<file path="src/rtl/pin_bank_pkg.sv">
// Package: shared constants and register index type for the pin controller.
package pin_bank_pkg;
    localparam int BANK_PINS = 32;
    localparam int MAX_BANKS = 7;
    localparam int SLOTS_PER_PAGE = 3;
    localparam int PAGE_WORDS_LOG2 = 6;
    localparam int REG_COUNT = 7;

    // Register index inside a bank; word offset = index * SLOTS_PER_PAGE.
    typedef enum logic [2:0] {
        REG_LEVEL = 3'd0,
        REG_DIR   = 3'd1,
        REG_SET   = 3'd2,
        REG_CLR   = 3'd3,
        REG_RISE  = 3'd4,
        REG_FALL  = 3'd5,
        REG_STAT  = 3'd6
    } reg_idx_t;
endpackage

</file>
<file path="src/rtl/pin_addr_decode.sv">
// Module: pin_addr_decode
// Splits a word address into bank number and register index.
// Assumes three bank slots per 64-word page; slot = offset mod 3,
// register = offset div 3. Offsets 21..63 and banks >= NUM_BANKS are unmapped.
module pin_addr_decode
    import pin_bank_pkg::*;
#(
    parameter int NUM_BANKS = 3,
    parameter int ADDR_W    = 10
) (
    input  logic [ADDR_W-1:0] addr,
    output logic              hit,
    output logic [2:0]        bank_idx,
    output reg_idx_t          reg_idx
);
    localparam int PAGE_W = ADDR_W - PAGE_WORDS_LOG2;
    localparam int MAP_WORDS = REG_COUNT * SLOTS_PER_PAGE;

    logic [5:0]        offs;
    logic [PAGE_W-1:0] page;
    logic [31:0]       bank_n;

    // Purpose: arithmetic split of the word address.
    always_comb begin
        offs     = addr[PAGE_WORDS_LOG2-1:0];
        page     = addr[ADDR_W-1:PAGE_WORDS_LOG2];
        bank_n   = 32'(page) * 32'(SLOTS_PER_PAGE) + 32'(offs % 6'(SLOTS_PER_PAGE));
        reg_idx  = reg_idx_t'(3'(offs / 6'(SLOTS_PER_PAGE)));
        bank_idx = 3'(bank_n);
        hit      = (32'(offs) < 32'(MAP_WORDS)) && (bank_n < 32'(NUM_BANKS));
    end
endmodule

</file>
<file path="src/rtl/pin_bank.sv">
// Module: pin_bank
// One 32-pin bank: output latch with set/clear ports, direction,
// synchronizer, edge detector, sticky status. Assumes the caller
// asserts we only for addresses decoded to this bank.
module pin_bank
    import pin_bank_pkg::*;
#(
    parameter logic [BANK_PINS-1:0] INV_MASK = '0
) (
    input  logic                 clk,
    input  logic                 rst_n,
    input  logic                 we,
    input  reg_idx_t             reg_idx,
    input  logic [31:0]          wdata,
    input  logic [BANK_PINS-1:0] pins,
    output logic [31:0]          rd_val,
    output logic [BANK_PINS-1:0] out_q,
    output logic [BANK_PINS-1:0] oe,
    output logic                 pend
);
    logic [BANK_PINS-1:0] sync1, sync2, prev;
    logic [BANK_PINS-1:0] dir_q, rise_q, fall_q, stat_q;
    logic [BANK_PINS-1:0] edge_hit, stat_clr;

    // Purpose: two-flop synchronizer plus one history stage.
    always_ff @(posedge clk) begin
        if (!rst_n) begin
            sync1 <= '0;
            sync2 <= '0;
            prev  <= '0;
        end else begin
            sync1 <= pins;
            sync2 <= sync1;
            prev  <= sync2;
        end
    end

    // Purpose: enabled edges from the synchronized stream.
    always_comb begin
        edge_hit = (sync2 & ~prev & rise_q) | (~sync2 & prev & fall_q);
        stat_clr = (we && reg_idx == REG_STAT) ? wdata : '0;
    end

    // Purpose: configuration registers and output latch.
    always_ff @(posedge clk) begin
        if (!rst_n) begin
            out_q  <= '0;
            dir_q  <= INV_MASK;
            rise_q <= '0;
            fall_q <= '0;
        end else if (we) begin
            case (reg_idx)
                REG_DIR:  dir_q  <= wdata;
                REG_SET:  out_q  <= out_q | wdata;
                REG_CLR:  out_q  <= out_q & ~wdata;
                REG_RISE: rise_q <= wdata;
                REG_FALL: fall_q <= wdata;
                default:  ;
            endcase
        end
    end

    // Purpose: sticky status; a new edge beats a same-cycle clear.
    always_ff @(posedge clk) begin
        if (!rst_n) stat_q <= '0;
        else        stat_q <= (stat_q & ~stat_clr) | edge_hit;
    end

    // Purpose: read mux; set and clear ports read as zero.
    always_comb begin
        case (reg_idx)
            REG_LEVEL: rd_val = sync2;
            REG_DIR:   rd_val = dir_q;
            REG_RISE:  rd_val = rise_q;
            REG_FALL:  rd_val = fall_q;
            REG_STAT:  rd_val = stat_q;
            default:   rd_val = '0;
        endcase
    end

    assign oe   = dir_q ^ INV_MASK;
    assign pend = |stat_q;

    assert_set_port_R2: assert property (@(posedge clk) disable iff (!rst_n)
        (we && reg_idx == REG_SET) |=> ((out_q & $past(wdata)) == $past(wdata)));
    assert_clr_port_R3: assert property (@(posedge clk) disable iff (!rst_n)
        (we && reg_idx == REG_CLR) |=> ((out_q & $past(wdata)) == '0));
    assert_w1c_R7: assert property (@(posedge clk) disable iff (!rst_n)
        (we && reg_idx == REG_STAT) |=> ((stat_q & $past(wdata & ~edge_hit)) == '0));
    assert_edge_wins_R8: assert property (@(posedge clk) disable iff (!rst_n)
        (|edge_hit) |=> ((stat_q & $past(edge_hit)) == $past(edge_hit)));
    assert_sticky_R7: assert property (@(posedge clk) disable iff (!rst_n)
        (!we && pend) |=> pend);
endmodule

</file>
<file path="src/rtl/pin_bank_ctrl.sv">
// Module: pin_bank_ctrl (top)
// Banked pin controller: decodes the word address, instantiates NUM_BANKS
// banks, registers read data, and ORs bank pending flags onto irq.
// Assumes NUM_BANKS in 1..7 and ADDR_W large enough for the used pages.
module pin_bank_ctrl
    import pin_bank_pkg::*;
#(
    parameter int NUM_BANKS = 3,
    parameter int ADDR_W    = 10,
    parameter logic [MAX_BANKS*BANK_PINS-1:0] DIR_INV_MASK = '0
) (
    input  logic                           clk,
    input  logic                           rst_n,
    input  logic                           wr_en,
    input  logic                           rd_en,
    input  logic [ADDR_W-1:0]              addr,
    input  logic [31:0]                    wdata,
    output logic [31:0]                    rdata,
    input  logic [NUM_BANKS*BANK_PINS-1:0] pin_in,
    output logic [NUM_BANKS*BANK_PINS-1:0] pin_out,
    output logic [NUM_BANKS*BANK_PINS-1:0] pin_oe,
    output logic                           irq
);
    logic        hit;
    logic [2:0]  bank_idx;
    reg_idx_t    reg_idx;
    logic [NUM_BANKS-1:0] bank_we, bank_pend;
    logic [31:0] bank_rd [NUM_BANKS];
    logic [31:0] rd_mux;

    pin_addr_decode #(.NUM_BANKS(NUM_BANKS), .ADDR_W(ADDR_W)) u_dec (
        .addr(addr), .hit(hit), .bank_idx(bank_idx), .reg_idx(reg_idx)
    );

    for (genvar b = 0; b < NUM_BANKS; b++) begin : g_bank
        assign bank_we[b] = wr_en && hit && (bank_idx == 3'(b));
        pin_bank #(.INV_MASK(DIR_INV_MASK[b*BANK_PINS +: BANK_PINS])) u_bank (
            .clk(clk), .rst_n(rst_n), .we(bank_we[b]), .reg_idx(reg_idx),
            .wdata(wdata), .pins(pin_in[b*BANK_PINS +: BANK_PINS]),
            .rd_val(bank_rd[b]), .out_q(pin_out[b*BANK_PINS +: BANK_PINS]),
            .oe(pin_oe[b*BANK_PINS +: BANK_PINS]), .pend(bank_pend[b])
        );
    end

    // Purpose: pick the addressed bank's read value, zero when unmapped.
    always_comb begin
        rd_mux = '0;
        for (int b = 0; b < NUM_BANKS; b++)
            if (hit && bank_idx == 3'(b)) rd_mux = bank_rd[b];
    end

    // Purpose: one-cycle registered read port.
    always_ff @(posedge clk) begin
        if (!rst_n)     rdata <= '0;
        else if (rd_en) rdata <= rd_mux;
    end

    assign irq = |bank_pend;

    assert_one_bank_R1: assert property (@(posedge clk) disable iff (!rst_n)
        $onehot0(bank_we));
    assert_unmapped_R11: assert property (@(posedge clk) disable iff (!rst_n)
        (wr_en && !hit) |=> $stable(pin_out) && $stable(pin_oe));
    assert_irq_hold_R9: assert property (@(posedge clk) disable iff (!rst_n)
        (irq && !wr_en) |=> irq);
    assert_read_hold_R12: assert property (@(posedge clk) disable iff (!rst_n)
        !rd_en |=> $stable(rdata));
endmodule

</file>
<file path="config.mk">
export PLATFORM = sky130hd
export DESIGN_NAME = pin_bank_ctrl
export DESIGN_NICKNAME = d
export VERILOG_FILES = /design/src/rtl/pin_bank_pkg.sv /design/src/rtl/pin_addr_decode.sv /design/src/rtl/pin_bank.sv /design/src/rtl/pin_bank_ctrl.sv
export SDC_FILE = /design/constraint.sdc
export NUM_CORES = 2
export LEC_CHECK = 0
export BUFFER_PORTS_ARGS = -buffer_cell sky130_fd_sc_hd__buf_2
export CAP_MARGIN = 20
export CORE_ASPECT_RATIO = 0.75
export CORE_UTILIZATION = 40
export DETAILED_ROUTE_END_ITERATION = 10
export PLACE_DENSITY = 0.69
export SYNTH_ARGS = -nofsm -noshare
export SYNTH_HDL_FRONTEND = slang
export SYNTH_SLANG_ARGS = --single-unit
</file>
<file path="constraint.sdc">
create_clock -name clk -period 15.5 [get_ports clk]
set_input_delay 1.55 -clock clk [delete_from_list [all_inputs] [get_ports clk]]
set_output_delay 1.55 -clock clk [all_outputs]
set_load 0.03 [all_outputs]
</file>
==> impl_metrics.json <==
{
  "ff2ff_path_depth": 5,
  "ctsLongestPathBuffers": 3,
  "worstMarginPinSlew_ns": 1.15,
  "synth_enable_flop_cells": 0,
  "relSlewSlack_pct": 23.0,
  "buffers_added_on_ports": 366,
  "critical_path.reg2reg.startpoint": "g_bank[2].u_bank.stat_q[8]",
  "synth-async-reset-ratio_pct": 0,
  "drt.antenna.violating_nets": 0,
  "die_width_um": 348,
  "num_rows": 94,
  "holdPathEnd": "g_bank[2].u_bank.sync2[0]",
  "final_layout_size_suffix_gt1_share_pct": 18.9,
  "warning_count_from_the_yosys_run": 0,
  "level_count_of_the_clock_h_tree": 3,
  "peak_freq_mhz": 93.7,
  "cts_hold_buf": 0,
  "cp_slowest_stage_delay_ns": 0.70,
  "count_of_distinct_cell_types_in_the_synthesized_netlist": 81,
  "design.die.area_um2": 91000,
  "min-delay-path-class": "flop to flop",
  "cts_resized": 0,
  "insertion_delay_ns": 0.66,
  "hold-path-cell-count": 1,
  "routed_wire_length_per_instance_um": 22.6,
  "critical_path.most_common_cell": "sky130_fd_sc_hd__ha_1",
  "clock_tree.root_cell": "sky130_fd_sc_hd__clkbuf_16",
  "period_minus_slack_ns": 10.68,
  "pre_cts_slack_ns": 4.23,
  "synth.avg_cell_area_um2": 9.05,
  "setup_total_negative_slack_ns": 0,
  "post-synth-top-area-cell": "sky130_fd_sc_hd__dfxtp_1",
  "synth.area.top_cells": "sky130_fd_sc_hd__dfxtp_1 45%, sky130_fd_sc_hd__o21ai_0 6.2%, sky130_fd_sc_hd__mux2_2 6.1%",
  "worst_ep_required_time_ns": 15.96,
  "post-synth-top-area-fraction_pct": 44.6,
  "regArea_um2": 16000,
  "leakagePower_nw": 15.3,
  "final_nets": 4246,
  "clkSinkCount": 800,
  "via_per_inst": 5.96,
  "clkTransAtPathRegs_ns": 0.06,
  "final_setup_violation_count": 0,
  "grt_max_degree": 245,
  "effective_utilization_at_floorplan_pct": 40.7,
  "setup_fix_buffers_added_after_clock_tree_synthesis": 0,
  "critical_path.max_fanout": 195,
  "postSynthCellCount": 3966,
  "syn_nets": 4128,
  "cap_violations": 0,
  "timing.final.max_slew_violations": 0,
  "grt_first_pass_wirelength_um": 183000,
  "timing.rr.end": "rdata[8]",
  "first_global_vias": 29768,
  "final_cell_mix": "800 x sky130_fd_sc_hd__dfxtp_1, 436 x sky130_fd_sc_hd__o21ai_0, 365 x sky130_fd_sc_hd__buf_2, 331 x sky130_fd_sc_hd__nand3_1, 292 x sky130_fd_sc_hd__and2_1",
  "residual_drc": 0,
  "fin_ws_ns": 4.82,
  "critPathArrivalTime_ns": 11.14,
  "grt_overflow_total": 0,
  "core_ar_um2": 88300,
  "flip_flop_cell_with_the_highest_count_after_synthesis": "sky130_fd_sc_hd__dfxtp_1",
  "track_usage_pct": 25.5,
  "die_y_extent_um": 261,
  "worst-r2r-setup-slack_ns": 13.67,
  "design.portCount": 367,
  "first_iter_violations": 4137,
  "layout_commonest_cell": "sky130_fd_sc_hd__dfxtp_1",
  "placed_wire_length_estimate_um": 74900,
  "cp-start-kind": "primary input",
  "vias": 31867,
  "place.gp.congestion": 0.912,
  "dr.pass1.iters": 10,
  "hold_viol": 0,
  "timing.critical_path.max_delay_family": "simple AND/OR/NAND/NOR gates",
  "grt_setup_unrepaired": "false",
  "numCtsBuffers": 80,
  "num-fill-cells": 8470,
  "syn-cell-area_um2": 35900,
  "p_per_area_nw_per_um2": 117,
  "worst-setup-path-type": "primary input to flop",
  "final.setup_skew_ns": 0.0367,
  "multi_input_comb_area_um2": 18500,
  "synth-seq-area-share_pct": 44.6,
  "route.final.wire_length_um": 121000,
  "tritoncts": "built",
  "status": "finished clean",
  "critPathCaptureType": "flop",
  "peakVddDrop_mv": 0.0975,
  "timing.critical_path.buf_inv": 6,
  "hold-worst-slack_ns": 0.417,
  "syn2layout_area_growth_pct": 14.3,
  "min_from": "g_bank[2].u_bank.sync1[0]",
  "cpMaxStageDelayCell": "sky130_fd_sc_hd__buf_12",
  "synth.ff_latch_count": 800,
  "fin_crit_sh_pct": 68.9,
  "initial_antenna_violation_count": 3
}
stage by stage:
stage               total power [mW]  cell area [um^2]  std cells  utilization (%)
finish                          4.80             41000       5344             46.5
global route                    4.96             41000       5344             46.5
CTS                             4.82             41000       5340             46.4
detailed placement              2.85             38300       5200             43.4
global placement                2.85             38300       5200             43.4
floorplan                       2.60             35900       3966                -
Yosys cell counts (33+ instances only):
cell type	n
sky130_fd_sc_hd__clkbuf_1	295
sky130_fd_sc_hd__nand3b_1	100
sky130_fd_sc_hd__o31ai_1	69
sky130_fd_sc_hd__mux2_2	193
sky130_fd_sc_hd__nand2_1	255
sky130_fd_sc_hd__a21boi_0	239
sky130_fd_sc_hd__and2_1	292
sky130_fd_sc_hd__a222oi_1	95
sky130_fd_sc_hd__o21a_1	96
sky130_fd_sc_hd__a31oi_1	103
sky130_fd_sc_hd__dfxtp_1	800
sky130_fd_sc_hd__buf_2	61
sky130_fd_sc_hd__nand4_1	75
sky130_fd_sc_hd__a21boi_1	57
sky130_fd_sc_hd__o22ai_1	33
sky130_fd_sc_hd__mux2i_1	101
sky130_fd_sc_hd__nor2_1	92
sky130_fd_sc_hd__nand3_1	333
sky130_fd_sc_hd__o21ai_0	443
report_power, final:
group | leakage, nW | internal, mW | total (mW) | switching [mW]
sequential | 6.49 | 2.09 | 2.11 | 0.0214
combinational | 7.55 | 0.171 | 0.719 | 0.548
clock | 1.29 | 1.14 | 1.98 | 0.833
total | 15.3 | 3.40 | 4.80 | 1.40
how the worst max path moves through the flow:
stage                 start                    endpoint  cells after the start
finish              addr[4]                        flop                     32
global route        addr[4]                        flop                     32
CTS                 addr[5]                        flop                     32
detailed placement  addr[4]                        flop                     32
global placement    addr[5]                        flop                     32
floorplan           addr[4]  g_bank[1].u_bank.stat_q[0]                     33
final cells by class:
cell class | instances | share of cell area, %
repair buffers | 411 | 5.59
clock inverters | 19 | 0.546
inverters | 14 | 0.128
well taps | 1200 | 3.66
multi-input cells | 2777 | 45.1
clock buffers | 121 | 5.90
flip-flops and latches | 800 | 39.0
diodes | 2 | 0.0122
kinds of logic after synthesis:
family                   after synthesis  synth area share (%)
AND/OR/NAND/NOR                     1221                  18.3
flip-flops                           800                  44.6
XOR/XNOR                              12                 0.355
adder cells (fa/ha/maj)               21                 0.808
multiplexers                         294                  8.87
buffers and inverters                389                  4.44
AO/OA/AOI/OAI                       1229                  22.7
per-layer routing:
metal / wire (um) / track usage [%] / up-vias
li1: - / - / 14679
met4: 3690 / 8.55 / 2
met3: 12200 / 6.27 / 234
met1: 50000 / 34.4 / 15390
met2: 55000 / 39.9 / 1562
met5: 13 / 0 / -
(Power assumes the default switching activity.)
